$ cat config.mk
export PLATFORM = sky130hd
export DESIGN_NAME = cirw_wake_matcher
export DESIGN_NICKNAME = d
export VERILOG_FILES = /design/src/rtl/cirw_pkg.sv /design/src/rtl/cirw_regs.sv /design/src/rtl/cirw_window.sv /design/src/rtl/cirw_status.sv /design/src/rtl/cirw_wake_matcher.sv
export SDC_FILE = /design/constraint.sdc
export NUM_CORES = 1
export LEC_CHECK = 0
export ABC_AREA = 1
export BUFFER_PORTS_ARGS = -buffer_cell sky130_fd_sc_hd__buf_2
export CAP_MARGIN = 25
export CELL_PAD_IN_SITES_DETAIL_PLACEMENT = 1
export CELL_PAD_IN_SITES_GLOBAL_PLACEMENT = 1
export CORE_ASPECT_RATIO = 1.1
export CORE_UTILIZATION = 48
export CTS_CLUSTER_SIZE = 8
export DETAILED_ROUTE_END_ITERATION = 12
export PLACE_DENSITY = 0.92
export SLEW_MARGIN = 40
export SYNTH_ARGS = -nofsm -noshare
export SYNTH_HDL_FRONTEND = slang
export SYNTH_HIERARCHICAL = 1
export SYNTH_SLANG_ARGS = --single-unit
$ cat constraint.sdc
create_clock -name clk -period 2.45 [get_ports clk]
set_input_delay 0.1225 -clock clk [delete_from_list [all_inputs] [get_ports clk]]
set_output_delay 0.1225 -clock clk [all_outputs]
set_load 0.03 [all_outputs]
$ cat src/rtl/cirw_pkg.sv
package cirw_pkg;
    localparam logic [3:0] A_CTRL = 4'd0;
    localparam logic [3:0] A_STS  = 4'd1;
    localparam logic [3:0] A_EN   = 4'd2;
    localparam logic [3:0] A_IDX  = 4'd3;
    localparam logic [3:0] A_DATA = 4'd4;
    localparam logic [3:0] A_CSL  = 4'd5;

    localparam logic [1:0] BANK_CMP = 2'b01;
    localparam logic [1:0] BANK_MSK = 2'b10;

    typedef enum logic [1:0] {
        PROTO_RC5  = 2'd0,
        PROTO_NEC  = 2'd1,
        PROTO_RC6  = 2'd2,
        PROTO_RSVD = 2'd3
    } proto_e;

    localparam logic [7:0] STS_W1C_MASK = 8'h17;
endpackage

$ cat src/rtl/cirw_regs.sv
module cirw_regs
    import cirw_pkg::*;
#(
    parameter int unsigned NBYTES = 11,
    parameter int unsigned PW     = $clog2(NBYTES)
) (
    input  logic                   clk,
    input  logic                   rst_n,
    input  logic                   wr_en,
    input  logic                   rd_en,
    input  logic [3:0]             addr,
    input  logic [7:0]             wdata,
    input  logic [7:0]             status_i,
    output logic [7:0]             rdata_o,
    output logic                   wake_en_o,
    output logic                   invert_o,
    output proto_e                 proto_o,
    output logic [2:0]             evt_en_o,
    output logic [7:0]             csl_o,
    output logic [NBYTES-1:0][7:0] cmp_o,
    output logic [NBYTES-1:0][7:0] msk_o,
    output logic                   sts_wr_o
);
    typedef struct packed {
        logic                   wake_en;
        logic                   invert;
        logic [1:0]             proto;
        logic [2:0]             en;
        logic [1:0]             bank;
        logic [PW-1:0]          ptr;
        logic [7:0]             csl;
        logic [NBYTES-1:0][7:0] cmp;
        logic [NBYTES-1:0][7:0] msk;
        logic [7:0]             rdata;
    } regs_t;

    regs_t r_d, r_q;
    logic  data_acc;
    logic  idx_wr;
    logic  ptr_ok;
    logic [7:0] bank_byte;

    always_comb begin
        r_d      = r_q;
        data_acc = (wr_en || rd_en) && (addr == A_DATA);
        idx_wr   = wr_en && (addr == A_IDX);
        ptr_ok   = int'(r_q.ptr) < NBYTES;

        bank_byte = 8'h00;
        if (ptr_ok) begin
            if (r_q.bank == BANK_CMP)      bank_byte = r_q.cmp[r_q.ptr];
            else if (r_q.bank == BANK_MSK) bank_byte = r_q.msk[r_q.ptr];
        end

        if (wr_en) begin
            case (addr)
                A_CTRL: begin
                    r_d.wake_en = wdata[0];
                    r_d.invert  = wdata[3];
                    r_d.proto   = wdata[5:4];
                end
                A_EN:  r_d.en = wdata[2:0];
                A_IDX: begin
                    r_d.bank = wdata[5:4];
                    r_d.ptr  = wdata[PW-1:0];
                end
                A_DATA: begin
                    if (ptr_ok) begin
                        if (r_q.bank == BANK_CMP)      r_d.cmp[r_q.ptr] = wdata;
                        else if (r_q.bank == BANK_MSK) r_d.msk[r_q.ptr] = wdata;
                    end
                end
                A_CSL: r_d.csl = wdata;
                default: ;
            endcase
        end

        if (data_acc && !idx_wr) begin
            if (int'(r_q.ptr) >= NBYTES - 1) r_d.ptr = '0;
            else                             r_d.ptr = r_q.ptr + 1'b1;
        end

        if (rd_en) begin
            case (addr)
                A_CTRL:  r_d.rdata = {2'b00, r_q.proto, r_q.invert, 2'b00, r_q.wake_en};
                A_STS:   r_d.rdata = status_i;
                A_EN:    r_d.rdata = {5'b00000, r_q.en};
                A_IDX:   r_d.rdata = {2'b00, r_q.bank, 4'(r_q.ptr)};
                A_DATA:  r_d.rdata = bank_byte;
                A_CSL:   r_d.rdata = r_q.csl;
                default: r_d.rdata = 8'h00;
            endcase
        end
    end

    always_ff @(posedge clk or negedge rst_n) begin
        if (!rst_n) r_q <= '0;
        else        r_q <= r_d;
    end

    assign rdata_o   = r_q.rdata;
    assign wake_en_o = r_q.wake_en;
    assign invert_o  = r_q.invert;
    assign proto_o   = proto_e'(r_q.proto);
    assign evt_en_o  = r_q.en;
    assign csl_o     = r_q.csl;
    assign cmp_o     = r_q.cmp;
    assign msk_o     = r_q.msk;
    assign sts_wr_o  = wr_en && (addr == A_STS);

    AST_PTR_WRAP: assert property (@(posedge clk) disable iff (!rst_n)
        (data_acc && !idx_wr && int'(r_q.ptr) == NBYTES - 1) |=> (r_q.ptr == '0));
endmodule

$ cat src/rtl/cirw_window.sv
module cirw_window #(
    parameter int unsigned WIN_BITS = 88,
    parameter int unsigned CW       = $clog2(WIN_BITS + 1)
) (
    input  logic                clk,
    input  logic                rst_n,
    input  logic                enable,
    input  logic                invert,
    input  logic                bit_valid,
    input  logic                bit_i,
    input  logic                msg_end,
    output logic [WIN_BITS-1:0] window_o,
    output logic [CW-1:0]       count_o,
    output logic                shifted_o
);
    typedef struct packed {
        logic [WIN_BITS-1:0] win;
        logic [CW-1:0]       cnt;
        logic                shifted;
    } win_t;

    win_t w_d, w_q;

    always_comb begin
        w_d = w_q;
        if (!enable) begin
            w_d = '0;
        end else begin
            w_d.shifted = bit_valid;
            if (bit_valid) begin
                w_d.win = {w_q.win[WIN_BITS-2:0], bit_i ^ invert};
                if (w_q.cnt != CW'(WIN_BITS)) w_d.cnt = w_q.cnt + 1'b1;
            end
            if (msg_end) w_d.cnt = '0;
        end
    end

    always_ff @(posedge clk or negedge rst_n) begin
        if (!rst_n) w_q <= '0;
        else        w_q <= w_d;
    end

    assign window_o  = w_q.win;
    assign count_o   = w_q.cnt;
    assign shifted_o = w_q.shifted;

    AST_WIN_HELD: assert property (@(posedge clk) disable iff (!rst_n)
        !enable |=> (window_o == '0 && count_o == '0));
    AST_CNT_SAT: assert property (@(posedge clk) disable iff (!rst_n)
        (count_o <= CW'(WIN_BITS)));
endmodule

$ cat src/rtl/cirw_status.sv
module cirw_status
    import cirw_pkg::*;
#(
    parameter int unsigned NBYTES   = 11,
    parameter int unsigned WIN_BITS = NBYTES * 8,
    parameter int unsigned CW       = $clog2(WIN_BITS + 1)
) (
    input  logic                   clk,
    input  logic                   rst_n,
    input  logic                   enable,
    input  proto_e                 proto,
    input  logic [WIN_BITS-1:0]    window,
    input  logic [NBYTES-1:0][7:0] cmp,
    input  logic [NBYTES-1:0][7:0] msk,
    input  logic [CW-1:0]          count,
    input  logic                   shifted,
    input  logic [7:0]             csl,
    input  logic                   msg_end,
    input  logic                   nec_repeat,
    input  logic                   clr_wr,
    input  logic [7:0]             clr_mask,
    input  logic [2:0]             evt_en,
    output logic [7:0]             status_o,
    output logic                   wake_o
);
    typedef struct packed {
        logic [7:0] sts;
    } sts_t;

    sts_t s_d, s_q;
    logic [NBYTES-1:0] byte_ok;
    logic all_ok;
    logic trig_cmp;
    logic [7:0] set_v;
    logic [7:0] clr_v;

    for (genvar k = 0; k < NBYTES; k++) begin : g_cmp
        assign byte_ok[k] = ((window[8*k +: 8] ^ cmp[k]) & msk[k]) == 8'h00;
    end

    always_comb begin
        s_d    = s_q;
        all_ok = &byte_ok;
        if (proto == PROTO_RC6) trig_cmp = enable && shifted && (int'(count) == int'(csl));
        else                    trig_cmp = enable && msg_end;

        set_v    = 8'h00;
        set_v[0] = trig_cmp && all_ok;
        set_v[1] = enable && msg_end;
        set_v[2] = enable && shifted && (int'(count) == WIN_BITS);
        set_v[4] = enable && nec_repeat && (proto == PROTO_NEC);

        clr_v = clr_wr ? (clr_mask & STS_W1C_MASK) : 8'h00;
        s_d.sts = (s_q.sts & ~clr_v) | set_v;
    end

    always_ff @(posedge clk or negedge rst_n) begin
        if (!rst_n) s_q <= '0;
        else        s_q <= s_d;
    end

    assign status_o = s_q.sts;
    assign wake_o   = |(s_q.sts[2:0] & evt_en);

    AST_OFF_NO_SET: assert property (@(posedge clk) disable iff (!rst_n)
        !enable |=> ((status_o & ~$past(status_o)) == 8'h00));
    AST_MATCH_CAUSE: assert property (@(posedge clk) disable iff (!rst_n)
        $rose(status_o[0]) |-> $past(trig_cmp));
    AST_W1C_END: assert property (@(posedge clk) disable iff (!rst_n)
        (clr_wr && clr_mask[1] && !(enable && msg_end)) |=> !status_o[1]);
endmodule

$ cat src/rtl/cirw_wake_matcher.sv
module cirw_wake_matcher
    import cirw_pkg::*;
#(
    parameter int unsigned NBYTES = 11
) (
    input  logic       clk,
    input  logic       rst_n,
    input  logic       reg_wr_en,
    input  logic       reg_rd_en,
    input  logic [3:0] reg_addr,
    input  logic [7:0] reg_wdata,
    output logic [7:0] reg_rdata,
    input  logic       cell_valid,
    input  logic       cell_bit,
    input  logic       msg_end,
    input  logic       nec_repeat,
    output logic       wake
);
    localparam int unsigned WIN_BITS = NBYTES * 8;
    localparam int unsigned CW       = $clog2(WIN_BITS + 1);

    logic                   wake_en;
    logic                   invert;
    proto_e                 proto;
    logic [2:0]             evt_en;
    logic [7:0]             csl;
    logic [NBYTES-1:0][7:0] cmp;
    logic [NBYTES-1:0][7:0] msk;
    logic                   sts_wr;
    logic [7:0]             status;
    logic [WIN_BITS-1:0]    window;
    logic [CW-1:0]          count;
    logic                   shifted;

    cirw_regs #(.NBYTES(NBYTES)) u_regs (
        .clk(clk), .rst_n(rst_n), .wr_en(reg_wr_en), .rd_en(reg_rd_en),
        .addr(reg_addr), .wdata(reg_wdata), .status_i(status), .rdata_o(reg_rdata),
        .wake_en_o(wake_en), .invert_o(invert), .proto_o(proto), .evt_en_o(evt_en),
        .csl_o(csl), .cmp_o(cmp), .msk_o(msk), .sts_wr_o(sts_wr)
    );

    cirw_window #(.WIN_BITS(WIN_BITS), .CW(CW)) u_window (
        .clk(clk), .rst_n(rst_n), .enable(wake_en), .invert(invert),
        .bit_valid(cell_valid), .bit_i(cell_bit), .msg_end(msg_end),
        .window_o(window), .count_o(count), .shifted_o(shifted)
    );

    cirw_status #(.NBYTES(NBYTES), .WIN_BITS(WIN_BITS), .CW(CW)) u_status (
        .clk(clk), .rst_n(rst_n), .enable(wake_en), .proto(proto),
        .window(window), .cmp(cmp), .msk(msk), .count(count), .shifted(shifted),
        .csl(csl), .msg_end(msg_end), .nec_repeat(nec_repeat),
        .clr_wr(sts_wr), .clr_mask(reg_wdata), .evt_en(evt_en),
        .status_o(status), .wake_o(wake)
    );
endmodule

* Yosys cells after proc, flatten, opt, wreduce, memory -nomap -nowiden
Cells that the tools add are included.
** Word-level totals
- Flip-flop bits (word level) :: 309
- Output and inout bits :: 9
- Input port bits :: 20
- Word-level logic and storage cells :: 149
** Operators by class
- Reduce and logical (&&, ||, !) cells :: 38
- Eq/ne operators :: 15
- Multiplexer cells :: 28
- $lt $le $gt $ge :: 4
- Bitwise operators :: 28
- Add/sub/neg operators :: 2
** Operators with widths (count)
- 2-to-1 mux 176 bit :: 2
- 2-to-1 mux 88 bit :: 3
- 2-to-1 mux 188 bit :: 1
- bitwise mux 88 bit :: 2
- AND 8 bit :: 12
- 2-to-1 mux 96 bit :: 1
- 2-to-1 mux 95 bit :: 1
- zero test 8 bit :: 11
- XOR 8 bit :: 11
- binary-select mux 8 bit (select 4 bit) :: 2
- 2-to-1 mux 8 bit :: 7
- one-hot mux 8 bit (6 select lines) :: 1
- demux 8 bit (select 4 bit) :: 1
- 2-to-1 mux 7 bit :: 2
- logical AND 1 bit :: 12
- 2-to-1 mux 4 bit :: 3
- AND reduction 2 bit :: 6
- AND reduction 11 bit :: 1
- equality test 4 x 2 -> 1 bit (second input constant) :: 2
- equality test 4 x 3 -> 1 bit (second input constant) :: 2
- equality test 8 bit :: 1
- NOT 8 bit :: 1
- OR 8 x 5 -> 8 bit :: 1
- adder 7 x 1 -> 7 bit (second input constant) :: 1
- other kinds (25) :: 28

* Depth between registers and ports, before layout
Gate-level depths: netlist (run 1).
- Word-level depth :: 11
- Mapped depth :: 14
- Mapped depth without buffers :: 13

* Hierarchy
The synthesis (run 1) kept the hierarchy.
** Modules (own cells, without submodules)
- cirw_regs :: sequential area each 5129.9 um2, times used 1, cells each 1481, area each 11607.4 um2
- cirw_window :: sequential area each 2402.3 um2, times used 1, cells each 362, area each 3848.7 um2
- cirw_status :: sequential area each 100.1 um2, times used 1, cells each 514, area each 2274.7 um2

* Least setup slack after synthesis (run 1)
OpenSTA, ideal clock, no wires.
- Path type :: register -> register
- From :: reg u_regs/r_q[193] (netlist name)
- To :: reg (tool-made name)
- Data required time :: 2.314 ns
- Slack :: 0.593 ns
- Arrival time :: 1.720 ns
- Path buffers :: 2
- Library setup time :: 0.136 ns
- Clock period less this slack :: 1.857 ns
- Cell stages (with the launch flop) :: 10
- Cell sequence :: dfrtp_1 > inv_1 > clkbuf_1 > ha_1 > inv_1 > nor2_1 > nand2_1 > clkbuf_1 > nand2_1 > o21ai_0
** RTL lines
- start, declared :: RTL line cirw_regs.sv:37 : regs_t r_d, r_q;
- start signal, assigned :: RTL line cirw_regs.sv:98 : else r_q <= r_d;

==> metrics.csv, run 1 <==
metric;value;unit
timing.max_cap.violations;0;
synth_common_cells;sky130_fd_sc_hd__nand2_1, sky130_fd_sc_hd__inv_1, sky130_fd_sc_hd__dfrtp_1;
detail_route.first_pass.iterations;5;
number_of_enable_type_register_cells_in_the_synthesized_netlist;0;
cts_num_sinks;305;
use_met2;55.06;%
worstPathArrival;2680;ps
synth_async_sr_flop_share;100.0;%
placed_cells_incl_taps;2622;
global_route.usage.met1;39.80;%
crit_fanout;16;
synth_area;0.01773;sq mm
outcome;finished, final reports clean;
cts-resized-gates;0;
post-synth-top-area-fraction;43.05;%
grt_pass1_wl;92540;microns
max-slew-margin-rel;48.10;%
final_cells;2685;
grt_antenna_before_repair;0;
post-synth-top-count-cell;sky130_fd_sc_hd__nand2_1;
static-leakage-power;8.693;nW
globalRouteOverflowTotal;0;
finalHoldViolCount;0;
fin_tns_setup;0;ps
multi_input_area;0.006843;sq mm
finalWorstPathRequiredPeriod;2266;ps
tightestPinTransition;778.4;ps
clock_tree.htree_level_count;2;
grt_setup_unrepaired;no;
routed_wl;58960;microns
ys.warnings.count;6;
place.gp.congestion;0.9598;
clk_path_buf_depth;3;
place.port_buffers;28;
cts-buffers-inserted;44;
worst_path_dominant_cell_family;simple AND/OR/NAND/NOR gates;
pwr_density_cell;750.9;mW/mm^2
cts_tree;done;
setup.worst_path.end_class;register;
antenna_cells_inserted;0;
grt.met3_usage;3.946;%
core.rowCount;73;
synth-seq-area-share;43.05;%
cts_root_buf;sky130_fd_sc_hd__clkbuf_16;
layout.cell_area.non_filler;0.01816;sq mm
netlist.top_cell.by_area;sky130_fd_sc_hd__dfrtp_1;
criticalPathCategory;reg2reg;
flow.area_growth_from_synthesis;2.399;%
drt-vias-per-instance;5.744;
top_usage_layer;met2;
clock_insertion_delay_worst_skew;560;ps
totalPowerFinal;0.01363;W
final_min_period_over_clock_period;92.48;%
max_freq;441.4;MHz
drt_iter0_drc;1461;
worst-endpoint-required;2870;ps
worstPathCellList;ha_1 -> inv_1 -> nand2_1 -> nand2_1 -> nand2_4 -> nor3_4 -> buf_4 -> nand2_4 -> o21ai_0;
synthFlopType;sky130_fd_sc_hd__dfrtp_1;
antenna_left;0;
ir_worst_vdd;573.6;uV
die_height;203.6;microns
drc_errors;0;
netlist-cell-type-count;43;
layout.area.seq;0.007634;sq mm
setup_viol;0;
ioPinCount;29;
core_area;0.03626;sq mm
post_route_cells_drive_above_1_share;9.418;%
die_area;0.03771;sq mm
ys_top_cells_by_area;sky130_fd_sc_hd__dfrtp_1, sky130_fd_sc_hd__nand2_1, sky130_fd_sc_hd__buf_4;
cpPeakStageDelay;470;ps
hold_path.class;in2reg;
wire_length_per_cell;21.96;microns
vias;15420;
worstSetupPathDepth;9;
grt_start_max_net_pins;79;
netlist_instances;2357;
first_global_vias;16450;
setup_ws;184.3;ps
worst_clock_skew;19.85;ps
fillers;4497;
nets;2220;
worstRegToRegCells;9;
cp-start-kind;register;
initial_utilization;48.90;%
post-dp-hpwl;38710;microns
clkTransAtPathRegs;50;ps
timing.final.max_slew_violations;0;
number_of_synthesized_register_bits;305;
globalRouteTotalUtil;32.09;%
hold_path_depth;5;
die-width;185.3;microns
worst-path-buf-inv;2;
cp_max_delay_cell;sky130_fd_sc_hd__dfrtp_2;
place_worst_setup_slack;285.1;ps
synth_area_per_cell;7.523;sq um
dpl-instance-area;0.01687;sq mm
path summary, 6_finish.rpt:
| path | endpoint | startpoint | slack [ps] |
|---|---|---|---|
| worst min-delay path | u_window/count_o[6] | cell_valid | 30 |
| worst min register to register | u_regs/rdata_o[4] | u_regs/rdata_o[4] | 480 |
| min in group asynchronous | asynchronous set/reset pin | rst_n | 170 |
| worst max-delay path | register | u_regs/r_q[192] | 180 |
| worst max register to register | register | u_regs/r_q[192] | 180 |
| max in group asynchronous | u_regs/wake_en_o | rst_n | 1370 |
worst register-to-register path: stages (launching register included):
cell	delay, ps
sky130_fd_sc_hd__dfrtp_2	470
sky130_fd_sc_hd__ha_1	250
sky130_fd_sc_hd__inv_1	70
sky130_fd_sc_hd__nand2_1	70
sky130_fd_sc_hd__nand2_1	120
sky130_fd_sc_hd__nand2_4	90
sky130_fd_sc_hd__nor3_4	250
sky130_fd_sc_hd__buf_4	310
sky130_fd_sc_hd__nand2_4	170
sky130_fd_sc_hd__o21ai_0	330
metal layers:
metal,share of wire [%],up-vias
met5,0,-
met4,4.9,0
met3,5.6,190
met2,50,620
met1,40,7773
li1,-,6840
where the power goes:
part	internal [W]	leakage, nW	switching (W)
logic	0.000733	3.92	0.00189
registers	0.00525	4.21	0.000279
clock network	0.00323	0.570	0.00225
total	0.00922	8.69	0.00442
logic make-up after synthesis:
| group | after synthesis | synth area share (%) |
|---|---|---|
| simple gates | 1092 | 26.46 |
| buf+inv | 616 | 18.50 |
| flops | 305 | 43.05 |
| xor+xnor | 7 | 0.3458 |
| fa+ha+maj | 6 | 0.4234 |
| compound gates | 330 | 11.21 |
| other cells | 1 | 0.02115 |
through the flow:
| step | hold WS (ps) | util, % |
|---|---|---|
| 3_3_place_gp | 180.9 | 46.51 |
| 6_report | 31.15 | 50.07 |
| 3_5_place_dp | 191.1 | 46.51 |
| 2_1_floorplan | -173.1 | - |
| 4_1_cts | 18.78 | 50.07 |
| 5_1_grt | 51.41 | 50.07 |
layout make-up:
class	instances	area share [%]
timing repair buffer	79	3.804
clock inverter	3	0.1447
multi-input combinational	1439	37.69
sequential	305	42.04
clock buffer	47	6.244
inverter	325	6.719
tap	487	3.356
placed cells by master, fill, tap and decap left out, drive strengths merged:
cell / n
a22oi: 2
clkinv: 4
nand4: 11
o41ai: 1
dlygate4sd3: 13
o21ai: 204
xor2: 2
nand3: 173
nor3: 2
or2: 41
a211oi: 4
buf: 66
a31oi: 3
o211ai: 6
nor2: 99
inv: 324
nand2: 763
dfrtp: 305
conb: 4
o22ai: 91
a21oi: 15
nand3b: 2
nor4: 1
o221ai: 2
ha: 6
xnor2: 5
a32o: 2
clkbuf: 47
what timing repair did:
| action | in CTS | in global routing |
|---|---|---|
| setup buffers | 0 | 0 |
| hold buffers | 13 | 0 |
| endpoints found under the hold margin | 88 | 0 |
(Power assumes the default switching activity.)
==> run 2, diff against run 1 <==
Settings changed: ABC_AREA 1 to unset, CORE_UTILIZATION 48 to 52, PLACE_DENSITY 0.92 to 0.91.
==> run 2 against run 1 <==
Global-route usage up 1.0 points; combinational power fell by 11%; worst setup slack got worse by 110 ps; routed wire length down 9.8%; first-iteration DRC count fell by 36%; final cell count fell by 36%; sequential share of layout area increased by 1.7 points; critical path depth fell by 3; hold slack got worse by 10 ps; sequential cell count unchanged; via count decreased by 29%; die area fell by 12%.
==> metrics.csv, run 2 <==
metric;value;unit;change
post-dp-hpwl;37850;microns;-2.2%
drt-vias-per-instance;6.373;;+11%
post_route_cells_drive_above_1_share;29.38;%;+20 points
die_area;0.03330;sq mm;-12%
first_global_vias;11870;;-28%
antenna_cells_inserted;0;;unchanged
synth_area_per_cell;11.84;sq um;+57%
post-synth-top-area-fraction;45.06;%;+2.0 points
finish.utilization;55.05;%;+5.0 points
flow.area_growth_from_synthesis;3.132;%;
clk_path_buf_depth;3;;unchanged
ioPinCount;29;;unchanged
worstPathCellList;xor2_1 -> a22oi_1 -> nand4_1 -> or4_1 -> nor4_1 -> a32o_2;;
setup.worst_path.end_class;register;;
grt_pass1_wl;80370;microns;-13%
top_library_cells_by_usage_in_the_layout_fill_and_taps_aside;sky130_fd_sc_hd__dfrtp_1, sky130_fd_sc_hd__mux2_2, sky130_fd_sc_hd__mux2i_1, sky130_fd_sc_hd__xor2_1, sky130_fd_sc_hd__nor2b_1;;
max-slew-margin-rel;45.02;%;-3.1 points
globalRouteOverflowTotal;0;;unchanged
met3WireLength;3783;microns;+15%
criticalPathCategory;reg2reg;;
setup_ws;71.68;ps;-112.6 ps
worst_clock_skew;17.34;ps;-2.513 ps
worst-endpoint-required;2940;ps;+70 ps
pwr_density_cell;765.2;mW/mm^2;+1.9%
antenna_left;0;;unchanged
netlist-cell-type-count;63;;+47%
synthFlopType;sky130_fd_sc_hd__dfrtp_1;;
synth-seq-area-share;45.06;%;+2.0 points
clkTransAtPathRegs;50;ps;about the same
place_worst_setup_slack;193.5;ps;-91.63 ps
cts_root_buf;sky130_fd_sc_hd__clkbuf_16;;
synth_async_sr_flop_share;100.0;%;unchanged
core.rowCount;68;;-6.8%
worst_path_dominant_cell_family;simple AND/OR/NAND/NOR gates;;
clock_tree.htree_level_count;2;;unchanged
drc_errors;0;;unchanged
timing.final.max_slew_violations;0;;unchanged
cp_max_delay_cell;sky130_fd_sc_hd__or4_1;;
number_of_synthesized_register_bits;305;;unchanged
ys_top_cells_by_area;sky130_fd_sc_hd__dfrtp_1, sky130_fd_sc_hd__mux2_2, sky130_fd_sc_hd__buf_4;;
mostFrequentLayoutCell;sky130_fd_sc_hd__dfrtp_1;;
worstPathArrival;2870;ps;+190 ps
timing.max_cap.violations;0;;unchanged
cp-start-kind;register;;
outcome;finished, final reports clean;;
synth_area;0.01694;sq mm;-4.5%
clock_insertion_delay_worst_skew;550;ps;about the same
place.port_buffers;28;;unchanged
number_of_enable_type_register_cells_in_the_synthesized_netlist;0;;unchanged
route.layer.met1.wl;21090;microns;-10%
fin_worst_hold_slack;20.97;ps;-10.18 ps
place.gp.congestion;1.013;;+5.5%
routed_wl;53180;microns;-9.8%
max_freq;420.5;MHz;-4.7%
globalRouteTotalUtil;33.11;%;+1.0 points
detail_route.first_pass.iterations;5;;unchanged
netlist.top_cell.by_area;sky130_fd_sc_hd__dfrtp_1;;
setup_viol;0;;unchanged
grt_antenna_before_repair;0;;unchanged
worst-path-buf-inv;0;;-2
cts_num_sinks;305;;unchanged
ir_worst_vdd;502.4;uV;-12%
wire_length_per_cell;30.97;microns;+41%
finalHoldViolCount;0;;unchanged
vias;10940;;-29%
core_area;0.03174;sq mm;-12%
drt_iter0_drc;942;;-36%
topRoutingLayerUsed;met4;;
static-leakage-power;8.697;nW;about the same
crit_fanout;3;;-13
synth_common_cells;sky130_fd_sc_hd__dfrtp_1, sky130_fd_sc_hd__mux2_2, sky130_fd_sc_hd__buf_4;;
ys.warnings.count;6;;unchanged
post_cts.repair.setup_buffers;0;;unchanged
cts-buffers-inserted;44;;unchanged
die_height;191.3;microns;-6.0%
netlist_instances;1431;;-39%
cpPeakStageDelay;620;ps;+150 ps
initial_utilization;53.37;%;+4.5 points
final_min_period_over_clock_period;97.07;%;+4.6 points
fin_tns_setup;0;ps;unchanged
tightestPinTransition;824.7;ps;+46.23 ps
post-synth-top-count-cell;sky130_fd_sc_hd__dfrtp_1;;
nets;1316;;-41%
hold_path.class;in2reg;;
cts_tree;done;;
grt_start_max_net_pins;77;;-2.5%
die-width;174.1;microns;-6.0%
grt_setup_unrepaired;no;;
finalWorstPathRequiredPeriod;2378;ps;+112.6 ps
routed_length_on_met2;25880;microns;-11%
==> run 2: cell types whose count changed after synthesis, moves of 20 or more <==
cell / before / now
sky130_fd_sc_hd__nor2b_1: 0 / 96
sky130_fd_sc_hd__xor2_1: 2 / 97
sky130_fd_sc_hd__o22ai_2: 20 / 0
sky130_fd_sc_hd__nand3_1: 172 / 5
sky130_fd_sc_hd__o21ai_0: 75 / 17
sky130_fd_sc_hd__o22ai_1: 71 / 5
sky130_fd_sc_hd__mux2i_1: 0 / 116
sky130_fd_sc_hd__nor2_1: 88 / 15
sky130_fd_sc_hd__mux2_2: 0 / 218
sky130_fd_sc_hd__o21ai_1: 118 / 0
sky130_fd_sc_hd__buf_6: 21 / 1
sky130_fd_sc_hd__inv_1: 317 / 17
sky130_fd_sc_hd__a22oi_1: 2 / 68
sky130_fd_sc_hd__nand2_1: 741 / 50
==> run 2: final timing paths <==
| path | from | endpoint | slack, ps | cells past startpoint |
|---|---|---|---|---|
| setup / recovery | register | u_status/status_o[0] | 70 | 6 |
| hold / removal | cell_bit | u_window/window_o[0] | 20 | 4 |
| setup reg to reg | register | u_status/status_o[0] | 70 | 6 |
| max in group asynchronous | rst_n | u_window/window_o[55] | 1460 | 3 |
| hold reg to reg | u_status/status_o[4] | u_status/status_o[4] | 510 | 2 |
| min in group asynchronous | rst_n | u_window/window_o[10] | 170 | 2 |
==> run 2: layout make-up <==
type,count,area (sq um)
clock buffers,49,1130
clock inverters,4,52.55
fillers,3174,14270
inverters,17,63.81
multi-input cells,843,7427
flip-flops and latches,305,7637
well taps,420,525.5
repair buffers,79,633.1
==> run 2: where the power goes <==
group / internal (W) / total (W) / leakage (nW) / switching (W)
clock network: 0.00322 / 0.00542 / 0.579 / 0.00219
logic: 0.000966 / 0.00234 / 3.92 / 0.00138
registers: 0.00528 / 0.00561 / 4.20 / 0.000329
total: 0.00947 / 0.0134 / 8.70 / 0.00390
==> run 2: worst register-to-register path, stage by stage, from the launching register on <==
cell and delay, ps:
sky130_fd_sc_hd__dfrtp_1 410, sky130_fd_sc_hd__xor2_1 200, sky130_fd_sc_hd__a22oi_1 350, sky130_fd_sc_hd__nand4_1 160
sky130_fd_sc_hd__or4_1 620, sky130_fd_sc_hd__nor4_1 360, sky130_fd_sc_hd__a32o_2 220
==> run 2: logic make-up (layout without fill, tap and decap cells) <==
family / count (synthesis) / after routing / share of synthesized area, %
mux: 355 / 355 / 23.87
flops: 305 / 305 / 45.06
buf+inv: 286 / 149 / 11.16
simple gates: 237 / 237 / 8.229
compound gates: 143 / 143 / 6.146
xor+xnor: 98 / 98 / 5.067
fa+ha+maj: 6 / 6 / 0.4432
other cells: 1 / 4 / 0.02214
==> run 2: what timing repair did <==
item,in CTS,in global routing
endpoints found under the hold margin,78,0
hold buffers,4,0
gates resized for setup,0,0
==> run 2: stage by stage <==
step                total power (W)  area [sq um]  std cells
finish                      0.01337         17470       1717
global route                0.01375         17470       1717
CTS                         0.01339         17470       1717
detailed placement         0.007950         16250       1660
global placement           0.007881         16250       1660
floorplan                  0.007206         16950       1434
==> run 2: per-layer routing <==
layer	GRT usage (%)	vias to the layer above
met3	6.881	146
met5	0	-
li1	-	4569
met2	54.85	459
met4	15.45	0
met1	41.64	5768
==> run 3, diff against run 2 <==
Settings changed: RECOVER_POWER set to 100.
==> run 3 against run 2 <==
The flow now finishes with violations (max-capacitance violations, max-slew violations); combinational power hardly changed; register-to-register slack improved by 20 ps; sequential power is essentially flat; hold slack got worse by 1.4 ps; worst setup slack gained 17 ps; count of clock-buffer cells in the layout did not move; sequential cell count unchanged; total power down 0.22%; sequential share of layout area is 0.29 points higher; die area did not move; first-iteration DRC count grew 1.3%; cell area shrank 0.68%; critical path type unchanged; largest power group unchanged; highest routed layer unchanged.
==> metrics.csv, run 3 (synthesis results as in run 2) <==
metric;value;unit;change
max_freq;423.5;MHz;+0.72%
cts-buffers-inserted;44;;unchanged
fin_tns_setup;0;ps;unchanged
vias;10930;;-0.14%
core.rowCount;68;;unchanged
top_library_cells_by_usage_in_the_layout_fill_and_taps_aside;sky130_fd_sc_hd__dfrtp_1, sky130_fd_sc_hd__mux2_2, sky130_fd_sc_hd__mux2i_1, sky130_fd_sc_hd__xor2_1, sky130_fd_sc_hd__nor2b_1;;
die-width;174.1;microns;unchanged
pwr_density_cell;768.7;mW/mm^2;+0.46%
cts-resized-gates;0;;unchanged
drc_errors;0;;unchanged
hold_path_depth;4;;unchanged
post_cts.repair.setup_buffers;0;;unchanged
drt-vias-per-instance;6.364;;-0.14%
clock_tree.htree_level_count;2;;unchanged
worstRegToRegCells;7;;+1
max-slew-margin-rel;-46.63;%;-92 points
criticalPathCategory;reg2reg;;
cp_max_delay_cell;sky130_fd_sc_hd__dfrtp_1;;
die_height;191.3;microns;unchanged
cpPeakStageDelay;600;ps;-20 ps
critPathMostFrequentCell;sky130_fd_sc_hd__clkbuf_1;;
finalWorstPathRequiredPeriod;2361;ps;-17.04 ps
setup.worst_path.end_class;register;;
worst_path_dominant_cell_family;buffers and inverters;;
flow.area_growth_from_synthesis;2.430;%;
detail_route.first_pass.iterations;5;;unchanged
startpoint;u_regs/r_q[193];;
hold-path-endpoint;u_window/window_o[0];;
ioPinCount;29;;unchanged
die_area;0.03330;sq mm;unchanged
static-leakage-power;8.568;nW;-1.5%
cts_tree;done;;
failed_checks;max-capacitance violations, max-slew violations;;
worst-endpoint-required;2880;ps;-60 ps
globalRouteOverflowTotal;0;;unchanged
routed_wl;53270;microns;+0.17%
clock_insertion_delay_worst_skew;560;ps;about the same
cp-start-kind;register;;
timing.max_cap.violations;2;;+2
grt_pass1_wl;80370;microns;unchanged
grt_antenna_before_repair;0;;unchanged
first_global_vias;11870;;unchanged
grt_start_max_net_pins;77;;unchanged
cts_num_sinks;305;;unchanged
grt_setup_unrepaired;no;;
finalHoldViolCount;0;;unchanged
drt_iter0_drc;954;;+1.3%
final_min_period_over_clock_period;96.38;%;-0.70 points
place.port_buffers;28;;unchanged
antenna_left;0;;unchanged
outcome;finished with violations;;
clk_path_buf_depth;3;;unchanged
clkTransAtPathRegs;50;ps;about the same
worstPathArrival;2790;ps;-80 ps
globalRouteTotalUtil;33.11;%;unchanged
hold_buf_cts;4;;unchanged
setup_viol;0;;unchanged
finish.utilization;54.67;%;-0.37 points
antenna_cells_inserted;0;;unchanged
hold_path.class;in2reg;;
hp-start;cell_bit;;
core_area;0.03174;sq mm;unchanged
worstSetupPathDepth;7;;+1
mostFrequentLayoutCell;sky130_fd_sc_hd__dfrtp_1;;
worst_clock_skew;19.78;ps;+2.439 ps
worstPathCellList;ha_1 -> clkbuf_4 -> nor3_1 -> clkbuf_1 -> nand2_1 -> clkbuf_1 -> mux2_2;;
timing.final.max_slew_violations;118;;+118
wire_length_per_cell;31.02;microns;+0.17%
cts_root_buf;sky130_fd_sc_hd__clkbuf_16;;
tightestPinTransition;2199;ps;+1375 ps
initial_utilization;53.37;%;unchanged
worst_r2r_startpoint;u_regs/r_q[193];;
ir_worst_vdd;495.0;uV;-1.5%
crit_fanout;8;;+5
reg2reg_setup_slack;90;ps;+20 ps
place.gp.congestion;1.013;;unchanged
post-dp-hpwl;37850;microns;unchanged
worst-path-buf-inv;3;;+3
post_route_cells_drive_above_1_share;26.83;%;-2.5 points
nets;1316;;unchanged
[run 3: cell count changes in the layout (fill, tap and decap cells not counted), sizes merged]
cell    before  now
clkbuf      49   78
buf         75   46
[run 3: final cells by class]
| type | count | area, sq um |
|---|---|---|
| Fill cell | 3202 | 14390 |
| Clock inverter | 4 | 52.55 |
| Inverter | 17 | 63.81 |
| Multi-Input combinational cell | 843 | 7393 |
| Clock buffer | 49 | 1130 |
| Sequential cell | 305 | 7636 |
| Tap cell | 420 | 525.5 |
| Timing Repair Buffer | 79 | 549.3 |
[run 3: routing by layer]
layer / wire [microns] / GRT usage [%] / up-vias
met4: 2450 / 15.45 / 0
met3: 3698 / 6.881 / 134
met2: 25910 / 54.85 / 451
li1: - / - / 4560
met1: 21210 / 41.64 / 5782
met5: 0 / 0 / -
[run 3: worst max-delay path by stage]
| stage | end | slack [ps] |
|---|---|---|
| global placement | u_status/status_o[0] | 180 |
| floorplan | register | 80 |
| CTS | u_status/status_o[0] | 170 |
| finish | register | 90 |
| detailed placement | register | 190 |
| global route | register | 30 |
[run 3: power breakdown]
group	switching (W)	internal [W]
sequential	0.000327	0.00528
clock	0.00220	0.00322
combinational	0.00137	0.000944
total	0.00389	0.00945
[run 3: worst min-delay path, stage by stage]
cell                      delay, ps
sky130_fd_sc_hd__buf_2           80
sky130_fd_sc_hd__xnor2_1         80
sky130_fd_sc_hd__nand2_1        100
sky130_fd_sc_hd__o211a_1        150
[run 3: metrics by stage]
stage / cells / hold WS [ps] / total power, W / worst slack (ps) / cell area (sq um)
after global routing: 1717 / 16.72 / 0.01372 / 25.94 / 17350
after floorplan: 1434 / -173.1 / 0.007206 / 77.76 / 16950
final: 1717 / 19.54 / 0.01334 / 88.73 / 17350
after CTS: 1717 / 4.872 / 0.01339 / 167.8 / 17470
after global placement: 1660 / 170.5 / 0.007881 / 180.8 / 16250
after detailed placement: 1660 / 172.4 / 0.007950 / 193.5 / 16250
